File: src/rtl/bcd_cal_pkg.sv
package bcd_cal_pkg;

    localparam int NIB_W    = 4;
    localparam int IDX_W    = 4;
    localparam int BANK_W   = 2;
    localparam int NUM_DIG  = 15;
    localparam int STRIDE_LSB = 2;

    localparam int SEC_U = 0;
    localparam int SEC_T = 1;
    localparam int MIN_U = 2;
    localparam int MIN_T = 3;
    localparam int HR_U  = 4;
    localparam int HR_T  = 5;
    localparam int DOW   = 6;
    localparam int DAY_U = 7;
    localparam int DAY_T = 8;
    localparam int MON_U = 9;
    localparam int MON_T = 10;
    localparam int YR_U  = 11;
    localparam int YR_T  = 12;
    localparam int YR_H  = 13;
    localparam int YR_K  = 14;

    localparam logic [IDX_W-1:0] IDX_CTRL = 4'd15;

    typedef enum logic [2:0] {
        STG_IDLE,
        STG_SEC,
        STG_MIN,
        STG_HOUR,
        STG_DAY,
        STG_MON,
        STG_YEAR
    } stage_t;

    typedef struct packed {
        logic             carry;
        logic [NIB_W-1:0] tens;
        logic [NIB_W-1:0] units;
    } pair_step_t;

    // Reset value of each digit: 2000-01-01 00:00:00, weekday 0
    function automatic logic [NIB_W-1:0] rst_digit(input int idx);
        case (idx)
            DAY_U, MON_U: return 4'd1;
            YR_K:         return 4'd2;
            default:      return 4'd0;
        endcase
    endfunction

    // Advance a two-digit BCD field; wraps from last to (0, first_u)
    function automatic pair_step_t bcd_pair_step(
        input logic [NIB_W-1:0] t,
        input logic [NIB_W-1:0] u,
        input logic [NIB_W-1:0] last_t,
        input logic [NIB_W-1:0] last_u,
        input logic [NIB_W-1:0] first_u
    );
        pair_step_t r;
        r.carry = 1'b0;
        r.tens  = t;
        r.units = u;
        if (t == last_t && u == last_u) begin
            r.carry = 1'b1;
            r.tens  = 4'd0;
            r.units = first_u;
        end else if (u == 4'd9) begin
            r.tens  = t + 4'd1;
            r.units = 4'd0;
        end else begin
            r.units = u + 4'd1;
        end
        return r;
    endfunction

    // Four-digit BCD year increment, 9999 wraps to 0000
    function automatic logic [4*NIB_W-1:0] bcd_year_step(input logic [4*NIB_W-1:0] y);
        logic [4*NIB_W-1:0] r;
        logic               c;
        c = 1'b1;
        r = y;
        for (int i = 0; i < 4; i++) begin
            if (c) begin
                if (y[i*NIB_W +: NIB_W] == 4'd9) begin
                    r[i*NIB_W +: NIB_W] = 4'd0;
                end else begin
                    r[i*NIB_W +: NIB_W] = y[i*NIB_W +: NIB_W] + 4'd1;
                    c = 1'b0;
                end
            end
        end
        return r;
    endfunction

    // Gregorian leap rule on BCD digits {thousands, hundreds, tens, units}
    function automatic logic is_leap(input logic [4*NIB_W-1:0] y);
        logic [6:0] yy;
        logic [6:0] cc;
        yy = 7'(y[7:4]) * 7'd10 + 7'(y[3:0]);
        cc = 7'(y[15:12]) * 7'd10 + 7'(y[11:8]);
        if (yy != 7'd0) return (yy[1:0] == 2'b00);
        return (cc[1:0] == 2'b00);
    endfunction

    // Last day of a month as a BCD pair {tens, units}
    function automatic logic [2*NIB_W-1:0] month_last_day(
        input logic [NIB_W-1:0] mt,
        input logic [NIB_W-1:0] mu,
        input logic             leap
    );
        logic [7:0] m;
        m = 8'(mt) * 8'd10 + 8'(mu);
        case (m)
            8'd2:                      return leap ? 8'h29 : 8'h28;
            8'd4, 8'd6, 8'd9, 8'd11:   return 8'h30;
            default:                   return 8'h31;
        endcase
    endfunction

endpackage

File: src/rtl/bcd_cal_seq.sv
module bcd_cal_seq
    import bcd_cal_pkg::*;
(
    input  logic   clk,
    input  logic   rst,
    input  logic   tick_i,
    input  logic   stop_i,
    input  logic   carry_i,
    output stage_t stage_o,
    output logic   busy_o
);

    stage_t stage_q;
    stage_t stage_d;

    always_comb begin
        stage_d = STG_IDLE;
        case (stage_q)
            STG_IDLE: stage_d = (tick_i && !stop_i) ? STG_SEC : STG_IDLE;
            STG_SEC:  stage_d = carry_i ? STG_MIN  : STG_IDLE;
            STG_MIN:  stage_d = carry_i ? STG_HOUR : STG_IDLE;
            STG_HOUR: stage_d = carry_i ? STG_DAY  : STG_IDLE;
            STG_DAY:  stage_d = carry_i ? STG_MON  : STG_IDLE;
            STG_MON:  stage_d = carry_i ? STG_YEAR : STG_IDLE;
            STG_YEAR: stage_d = STG_IDLE;
            default:  stage_d = STG_IDLE;
        endcase
    end

    always_ff @(posedge clk) begin
        if (rst) stage_q <= STG_IDLE;
        else     stage_q <= stage_d;
    end

    assign stage_o = stage_q;
    assign busy_o  = (stage_q != STG_IDLE);


    year_is_last_chk: assert property (@(posedge clk) disable iff (rst)
        (stage_q == STG_YEAR) |=> (stage_q == STG_IDLE));


    no_carry_ends_chk: assert property (@(posedge clk) disable iff (rst)
        (busy_o && !carry_i) |=> !busy_o);

endmodule

File: src/rtl/bcd_cal_counter.sv
module bcd_cal_counter
    import bcd_cal_pkg::*;
(
    input  logic                            clk,
    input  logic                            rst,
    input  stage_t                          stage_i,
    input  logic                            we_i,
    input  logic [IDX_W-1:0]                widx_i,
    input  logic [NIB_W-1:0]                wdata_i,
    output logic [NUM_DIG-1:0][NIB_W-1:0]   digits_o,
    output logic                            carry_o
);

    logic [NUM_DIG-1:0][NIB_W-1:0] d;
    logic [NUM_DIG-1:0]            upd_en;
    logic [NUM_DIG-1:0][NIB_W-1:0] upd_val;

    pair_step_t         sec_p, min_p, hr_p, day_p, mon_p;
    logic [2*NIB_W-1:0] last_day;
    logic [4*NIB_W-1:0] year_now, year_nx;
    logic [NIB_W-1:0]   dow_nx;

    assign year_now = {d[YR_K], d[YR_H], d[YR_T], d[YR_U]};
    assign year_nx  = bcd_year_step(year_now);
    assign last_day = month_last_day(d[MON_T], d[MON_U], is_leap(year_now));
    assign sec_p    = bcd_pair_step(d[SEC_T], d[SEC_U], 4'd5, 4'd9, 4'd0);
    assign min_p    = bcd_pair_step(d[MIN_T], d[MIN_U], 4'd5, 4'd9, 4'd0);
    assign hr_p     = bcd_pair_step(d[HR_T],  d[HR_U],  4'd2, 4'd3, 4'd0);
    assign day_p    = bcd_pair_step(d[DAY_T], d[DAY_U], last_day[7:4], last_day[3:0], 4'd1);
    assign mon_p    = bcd_pair_step(d[MON_T], d[MON_U], 4'd1, 4'd2, 4'd1);
    assign dow_nx   = (d[DOW] >= 4'd6) ? 4'd0 : d[DOW] + 4'd1;

    always_comb begin
        upd_en  = '0;
        upd_val = '0;
        carry_o = 1'b0;
        case (stage_i)
            STG_SEC: begin
                upd_en[SEC_U]  = 1'b1;  upd_val[SEC_U] = sec_p.units;
                upd_en[SEC_T]  = 1'b1;  upd_val[SEC_T] = sec_p.tens;
                carry_o        = sec_p.carry;
            end
            STG_MIN: begin
                upd_en[MIN_U]  = 1'b1;  upd_val[MIN_U] = min_p.units;
                upd_en[MIN_T]  = 1'b1;  upd_val[MIN_T] = min_p.tens;
                carry_o        = min_p.carry;
            end
            STG_HOUR: begin
                upd_en[HR_U]   = 1'b1;  upd_val[HR_U]  = hr_p.units;
                upd_en[HR_T]   = 1'b1;  upd_val[HR_T]  = hr_p.tens;
                carry_o        = hr_p.carry;
            end
            STG_DAY: begin
                upd_en[DAY_U]  = 1'b1;  upd_val[DAY_U] = day_p.units;
                upd_en[DAY_T]  = 1'b1;  upd_val[DAY_T] = day_p.tens;
                upd_en[DOW]    = 1'b1;  upd_val[DOW]   = dow_nx;
                carry_o        = day_p.carry;
            end
            STG_MON: begin
                upd_en[MON_U]  = 1'b1;  upd_val[MON_U] = mon_p.units;
                upd_en[MON_T]  = 1'b1;  upd_val[MON_T] = mon_p.tens;
                carry_o        = mon_p.carry;
            end
            STG_YEAR: begin
                upd_en[YR_U]   = 1'b1;  upd_val[YR_U]  = year_nx[3:0];
                upd_en[YR_T]   = 1'b1;  upd_val[YR_T]  = year_nx[7:4];
                upd_en[YR_H]   = 1'b1;  upd_val[YR_H]  = year_nx[11:8];
                upd_en[YR_K]   = 1'b1;  upd_val[YR_K]  = year_nx[15:12];
            end
            default: ;
        endcase
    end

    // One register per digit; a bus write takes priority over an update
    for (genvar g = 0; g < NUM_DIG; g++) begin : g_digit
        logic [NIB_W-1:0] q;
        always_ff @(posedge clk) begin
            if (rst)                                q <= rst_digit(g);
            else if (we_i && widx_i == IDX_W'(g))   q <= wdata_i;
            else if (upd_en[g])                     q <= upd_val[g];
        end
        assign d[g] = q;
    end

    assign digits_o = d;


    sec_wrap_chk: assert property (@(posedge clk) disable iff (rst)
        (stage_i == STG_SEC && d[SEC_T] == 4'd5 && d[SEC_U] == 4'd9 && !we_i)
        |=> (d[SEC_T] == 4'd0 && d[SEC_U] == 4'd0));


    hour_wrap_chk: assert property (@(posedge clk) disable iff (rst)
        (stage_i == STG_HOUR && d[HR_T] == 4'd2 && d[HR_U] == 4'd3 && !we_i)
        |=> (d[HR_T] == 4'd0 && d[HR_U] == 4'd0));


    day_wrap_chk: assert property (@(posedge clk) disable iff (rst)
        (stage_i == STG_DAY && {d[DAY_T], d[DAY_U]} == last_day && !we_i)
        |=> (d[DAY_T] == 4'd0 && d[DAY_U] == 4'd1));


    month_wrap_chk: assert property (@(posedge clk) disable iff (rst)
        (stage_i == STG_MON && d[MON_T] == 4'd1 && d[MON_U] == 4'd2 && !we_i)
        |=> (d[MON_T] == 4'd0 && d[MON_U] == 4'd1));


    dow_wrap_chk: assert property (@(posedge clk) disable iff (rst)
        (stage_i == STG_DAY && d[DOW] == 4'd6 && !we_i) |=> (d[DOW] == 4'd0));

endmodule

File: src/rtl/bcd_cal_clock.sv
module bcd_cal_clock
    import bcd_cal_pkg::*;
#(
    parameter int ADDR_W = 6,
    parameter int DATA_W = 8
) (
    input  logic              clk,
    input  logic              rst,
    input  logic              sec_tick,
    input  logic [ADDR_W-1:0] reg_addr,
    input  logic              reg_wr,
    input  logic [DATA_W-1:0] reg_wdata,
    output logic [DATA_W-1:0] reg_rdata
);

    localparam int PAD_W = DATA_W - NIB_W;

    logic [IDX_W-1:0]              idx;
    logic [NIB_W-1:0]              wnib;
    logic [NIB_W-1:0]              rnib;
    logic                          stop_q;
    logic [BANK_W-1:0]             bank_q;
    logic                          busy;
    logic                          carry;
    logic                          dig_we;
    stage_t                        stage;
    logic [NUM_DIG-1:0][NIB_W-1:0] digits;
    logic                          unused_bits;

    assign idx         = reg_addr[STRIDE_LSB +: IDX_W];
    assign wnib        = reg_wdata[NIB_W-1:0];
    assign unused_bits = ^{reg_addr, reg_wdata};
    assign dig_we      = reg_wr && (idx != IDX_CTRL) && (bank_q == '0);

    // Control register: stop and bank select are writable, busy is not
    always_ff @(posedge clk) begin
        if (rst) begin
            stop_q <= 1'b0;
            bank_q <= '0;
        end else if (reg_wr && idx == IDX_CTRL) begin
            stop_q <= wnib[1];
            bank_q <= wnib[3:2];
        end
    end

    bcd_cal_seq u_seq (
        .clk     (clk),
        .rst     (rst),
        .tick_i  (sec_tick),
        .stop_i  (stop_q),
        .carry_i (carry),
        .stage_o (stage),
        .busy_o  (busy)
    );

    bcd_cal_counter u_cnt (
        .clk      (clk),
        .rst      (rst),
        .stage_i  (stage),
        .we_i     (dig_we),
        .widx_i   (idx),
        .wdata_i  (wnib),
        .digits_o (digits),
        .carry_o  (carry)
    );

    always_comb begin
        rnib = '0;
        if (idx == IDX_CTRL)    rnib = {bank_q, stop_q, busy};
        else if (bank_q == '0)  rnib = digits[idx];
    end

    assign reg_rdata = {{PAD_W{1'b0}}, rnib};


    tick_starts_chk: assert property (@(posedge clk) disable iff (rst)
        (sec_tick && !stop_q && !busy) |=> busy);


    stopped_tick_chk: assert property (@(posedge clk) disable iff (rst)
        (sec_tick && stop_q && !busy) |=> !busy);


    stopped_secs_chk: assert property (@(posedge clk) disable iff (rst)
        (stop_q && !busy && !reg_wr) |=> $stable(digits[SEC_U]));

endmodule

File: config.mk
export PLATFORM = sky130hd
export DESIGN_NAME = bcd_cal_clock
export DESIGN_NICKNAME = d
export VERILOG_FILES = /design/src/rtl/bcd_cal_pkg.sv /design/src/rtl/bcd_cal_seq.sv /design/src/rtl/bcd_cal_counter.sv /design/src/rtl/bcd_cal_clock.sv
export SDC_FILE = /design/constraint.sdc
export NUM_CORES = 1
export LEC_CHECK = 0
export CAP_MARGIN = 10
export CORE_UTILIZATION = 30
export CTS_BUF_LIST = sky130_fd_sc_hd__clkbuf_2
export DETAILED_ROUTE_END_ITERATION = 8
export PLACE_DENSITY = 0.47
export SYNTH_ARGS = -nofsm -noshare
export SYNTH_HDL_FRONTEND = slang
export SYNTH_HIERARCHICAL = 1
export SYNTH_SLANG_ARGS = --single-unit
File: constraint.sdc
create_clock -name clk -period 3.4 [get_ports clk]
set_clock_uncertainty 0.2 [all_clocks]
set_input_delay 0.68 -clock clk [delete_from_list [all_inputs] [get_ports clk]]
set_output_delay 0.68 -clock clk [all_outputs]
set_load 0.05 [all_outputs]
==> results of run 1 <==
[per-stage QoR]
stage          setup slack [ps]  TNS [ps]
2_1_floorplan              9.99         0
3_3_place_gp              -99.5      -259
3_5_place_dp               -168      -326
4_1_cts                   -30.8     -30.8
5_1_grt                   -60.5     -60.5
6_report                   81.0         0
[worst max-delay path, stage by stage (launching register included)]
cell and delay [ps]:
dfxtp_2 380, ha_4 240, ha_4 160, fa_2 550
buf_6 110, and4b_2 210, o21bai_1 70, a21oi_2 310
and4b_2 310, o22ai_4 90, o21ai_2 150, or3b_4 390
o32ai_2 80
[state kept, by name, indices dropped and copies added (netlist names)]
| name | flops |
|---|---|
| u_seq/stage_o | 3 |
| u_cnt/g_digit.q | 60 |
| bank_q | 2 |
| stop_q | 1 |
[per-layer routing]
metal | wire [um] | share of wire | GRT usage
met2 | 8090 | 0.49 | 0.326
met5 | 0 | 0 | 0
met1 | 7660 | 0.46 | 0.239
met4 | 336 | 0.020 | 0.0712
met3 | 445 | 0.027 | 0.0252
[final timing paths]
check                         startpoint  slack, ps  cells past startpoint          endpoint
setup / recovery  u_cnt/g_digit[10].q[3]         80                     12  u_seq/stage_o[0]
setup reg to reg  u_cnt/g_digit[10].q[3]         80                     12  u_seq/stage_o[0]
hold reg to reg                   stop_q        310                      2            stop_q
hold / removal                    stop_q        310                      2            stop_q
[cell usage after synthesis (all sizes together) (2+ instances only)]
master and count:
a21o 4, o311ai 4, or3b 5, and3 9
or2 3, and2 8, nor2b 6, inv 26
nor3b 6, and4 2, a221oi 9, xor2 11
and4b 4, or3 2, dfxtp 66, xnor2 5
nand2 74, a31oi 7, o21ai 47, a21oi 38
clkbuf 17, o221ai 3, fa 4, mux4 10
or4 2, and3b 6, a311oi 8, nor3 14
buf 14, o211ai 17, nand3 25, nand2b 9
nand4b 2, ha 40, mux2i 12, nor4 3
nand3b 13, nor2 82, a22oi 6, a211oi 21
nand4 2
[power by group]
group,switching [mW],internal (mW),leakage (nW),total (mW)
Clock,0.316,0.0930,0.0582,0.409
Combinational,0.162,0.113,1.85,0.275
Sequential,0.0269,0.793,0.536,0.820
Total,0.505,0.999,2.44,1.50
[repair_timing]
| action | 4_1_cts | 5_1_grt |
|---|---|---|
| resized for setup | 6 | 14 |
| setup buffers | 1 | 3 |
| pin swaps | 4 | 12 |
| endpoints found under the setup margin | 4 | 8 |
| cloned | 1 | 0 |
[layout make-up]
cell class	count	area, um2	share of cell area
Timing Repair Buffer	67	597	0.0970
Clock inverter	5	21.3	0.00346
Antenna cell	1	2.50	0.000407
Multi-Input combinational cell	541	3780	0.613
Tap cell	225	282	0.0457
Inverter	26	97.6	0.0159
Clock buffer	11	55.1	0.00894
Sequential cell	66	1330	0.215
[kinds of logic after synthesis]
kind of cell	after synthesis	share of synthesized area
AO/OA/AOI/OAI	175	0.223
XOR/XNOR	16	0.0265
adder cells (fa/ha/maj)	44	0.110
buffers and inverters	58	0.0529
flip-flops	66	0.249
multiplexers	22	0.0709
other	1	0.000708
AND/OR/NAND/NOR	280	0.267
==> impl_metrics.ini, run 1 <==
[routing]
postRouteAntennaNets = 0
drc = 0
drt-initial-drc-count = 410
dr.pass1.iters = 5
vias_per_cell = 5.51
drt-total-wl_mm = 16.5
routedWlPerCell_um = 17.5
dr_total_vias = 5194

[power]
finalPower_mw = 1.50
vdd.ir_drop.worst_mv = 0.129
power_density_nw_per_um2 = 244
power_leakage_nw = 2.44

[logic_synthesis]
synth.distinct_cells = 70
ys_seq_area_frac = 0.249
synth_edf_count = 0
synth.cell_area_um2 = 5300
yosys.area.top_type_share = 0.249
yosys-top-cells-area = dfxtp_1, ha_1, nor2_1, nand2_1, o21ai_0
synth_area_leader_cell = dfxtp_1
synth_seq_cells = 66
netlist_instances = 662
synth_warnings = 6
yosys_most_used_dff = dfxtp_1
synth_area_per_cell_um2 = 8.00
synthArstFlopShare = 0

[sta]
relSlewSlack = 0.327
hold_viol_final = 0
period_share = 0.976
holdWs_ps = 314
slew_viol_final = 0
setup_viol = 0
fmax_ghz = 0.301
grt_setup_unrepaired = yes
tightest_slew_ps = 1010
min_period_ps = 3320

[placed_design]
dp_hpwl_mm = 11.6
io_buffer_count = 15
dpl_cell_area_um2 = 5940
gp_congestion = 0.829
place_inst = 920

[final_layout]
finalInstanceArea_um2 = 6160
postLayoutCoreUtil = 0.356
drive_gt1_frac = 0.149
final_common_cell = nor2_1
layout.cells.non_filler = 942
fill_cells = 1826
area_growth_syn_to_layout_pct = 16.2
layout_common_cells = nor2_1, nand2_1, dfxtp_1
nets = 773

[clock_network]
clock-root-buffer = clkbuf_2
clockBufferDepth = 2
path_clk_slew_ps = 200
clk_latency_ps = 560
cts.sinks = 66
htreeDepth = 3
cts_made_buffers = 9
cts_tree = done
cts_hold_buffers = 0

[status]
outcome = finished clean

[critical_path]
critPathRequiredTime_ps = 3690
crit_arrival_ps = 3610
path_class = register to register
worstSetupEndpointType = register
path_max_fanout = 4
startpoint_type = register

[grt]
grt_pass1_wl_mm = 26.3
first_global_vias = 4906
grtUsageTotal = 0.189
overflow = 0
antenna_found_initial = 1
grt_start_max_net_pins = 50

[floorplanning]
die_area_um2 = 18200
rows = 48
core_um2 = 17300
io_pins = 26
start_util = 0.306
die_y_um = 135
die_x_um = 135

[flow_run]
maxCapViolCount = 0

[hold_path]
hp-class = register to register
Note: power is estimated with default switching activity, not from simulation.
==> run 2: changes to the inputs <==
Settings changed: CORE_UTILIZATION 30 to 57, CTS_BUF_LIST sky130_fd_sc_hd__clkbuf_2 to sky130_fd_sc_hd__clkbuf_4 sky130_fd_sc_hd__clkbuf_8, PLACE_DENSITY 0.47 to 0.79.
==> impl_metrics.ini, run 2 (same netlist as run 1, synthesis figures left out) <==
[status]
outcome = finished clean

[sta]
relSlewSlack = 0.403
hold_viol_final = 0
tightest_slew_ps = 893
period_share = 0.983
fmax_ghz = 0.299
min_period_ps = 3340
slew_viol_final = 0
tns_ps = 0
setup_viol = 0

[final_layout]
drive_gt1_frac = 0.147
diodes = 0
regMostFlops = u_cnt/g_digit.q
final_common_cell = nor2_1
nets = 771
largest_reg_flops = 60
finalInstanceArea_um2 = 6090
area_growth_syn_to_layout_pct = 15.1
fill_cells = 704
layout_common_cells = nor2_1, nand2_1, dfxtp_1

[routing]
dr.pass1.iters = 8
postRouteAntennaNets = 0
drt-initial-drc-count = 458
drt-total-wl_mm = 14.8
drc = 0
dr_total_vias = 5366
vias_per_cell = 6.53
routedWlPerCell_um = 18.0

[power]
vdd.ir_drop.worst_mv = 0.203
sw_frac_of_total = 0.284
seq_power_share = 0.442
power_density_nw_per_um2 = 303
combPwrFrac = 0.145
p_switching_uw = 525
pwr-share-clk = 0.413
p_int_mw = 1.32
power_leakage_nw = 2.48

[floorplanning]
die_y_um = 98.4
io_pins = 26
core_um2 = 8850
die_x_um = 98.4
die_area_um2 = 9680
start_util = 0.599
rows = 34

[clock_network]
cts_made_buffers = 9
clockBufferDepth = 2
path_clk_slew_ps = 80
clk_latency_ps = 360
cts.sinks = 66
htreeDepth = 3
cts_tree = done
clock-root-buffer = clkbuf_8

[critical_path]
critPathRequiredTime_ps = 2520
r2r-end = u_seq/stage_o[0]
reg2reg_slack_ps = 100
r2r_cells = 12
path_max_fanout = 4
startpoint = reg_addr[2]
path_class = input port to output port
worstSetupEndpointType = output port
r2r-start = u_cnt/g_digit[10].q[1]
worst_path_max_delay_cell = mux4_1
slowest_delay_ps = 560
crit_chain = dlygate4sd2_1 -> bufbuf_16 -> mux4_1 -> a22oi_1 -> nand3_1 -> buf_4
startpoint_type = input port
crit_arrival_ps = 2460

[grt]
first_global_vias = 4911
grt_start_max_net_pins = 34
grtUsageTotal = 0.317
use_met3 = 0.0422
top_usage_layer = met2
grt_use_met2 = 0.542
grt_use_met1 = 0.396
antenna_found_initial = 0
overflow = 0
grt_pass1_wl_mm = 24.2

[hold_path]
hp-class = register to register
hold_start = stop_q
hold_depth = 2
hold_end = stop_q

[placed_design]
dp_hpwl_mm = 10.3
dpl_cell_area_um2 = 5770
gp_congestion = 0.983
io_buffer_count = 15

[flow_run]
maxCapViolCount = 0
run 2: cell types whose count changed in the layout (fill, tap and decap cells not counted), moves of 2 or more:
cell and change:
clkinv_4 +3, ha_1 +2, clkbuf_8 +9, bufinv_16 +2, clkbuf_2 -11, clkinv_1 -3
ha_4 -2
run 2: final cells by class:
type / instances / area, um2 / area share
Clock buffer: 10 / 131 / 0.0216
Clock inverter: 6 / 91.3 / 0.0150
Inverter: 26 / 97.6 / 0.0160
Multi-Input combinational cell: 541 / 3750 / 0.616
Sequential cell: 66 / 1320 / 0.217
Tap cell: 108 / 135 / 0.0222
Timing Repair Buffer: 65 / 563 / 0.0924
run 2: power by group through the flow:
stage / registers [mW] / clock network (mW) / logic (mW)
2_1_floorplan: 0.827 / 0 / 0.169
3_3_place_gp: 0.834 / 0 / 0.245
3_5_place_dp: 0.834 / 0 / 0.251
4_1_cts: 0.816 / 0.766 / 0.262
5_1_grt: 0.820 / 0.799 / 0.287
6_report: 0.817 / 0.764 / 0.268
run 2: how the worst max path moves through the flow:
stage | endpoint | cells past startpoint | slack, ps
after global routing | u_seq/stage_o[0] | 12 | -30
after detailed placement | u_seq/stage_o[0] | 11 | -140
after CTS | u_seq/stage_o[0] | 12 | 10
after floorplan | u_seq/stage_o[0] | 12 | 10
after global placement | u_seq/stage_o[0] | 11 | -20
final | reg_rdata[2] | 6 | 60
run 2: per-layer routing:
| layer | wire length, um | vias to the layer above |
|---|---|---|
| met5 | 0 | - |
| met1 | 5960 | 2557 |
| li1 | - | 2523 |
| met3 | 1190 | 40 |
| met4 | 454 | 0 |
| met2 | 7180 | 246 |
run 2: repair_timing:
item | 4_1_cts | 5_1_grt
setup endpoints to repair | 4 | 3
cloned | 1 | 0
hold buffers | 0 | 0
endpoints found under the hold margin | 0 | 0
buffers inserted | 4 | 0
resized for setup | 8 | 6
pin swaps | 5 | 7
run 2: worst max-delay path, delay by kind of cell:
| family | cells | cell delay (ps) |
|---|---|---|
| multiplexers | 1 | 560 |
| AND/OR/NAND/NOR | 1 | 140 |
| buffers and inverters | 3 | 860 |
| AO/OA/AOI/OAI | 1 | 210 |
run 2: stage by stage:
step                power [mW]  worst slack (ps)  cells  utilization  hold WS [ps]
finish                    1.85              56.8    822        0.689           297
detailed placement        1.09              -141    801        0.652           274
floorplan                0.996              9.99    665            -           239
global placement          1.08             -22.5    801        0.652           269
global route              1.91             -29.8    822        0.689           321
CTS                       1.84              14.7    822        0.685           285
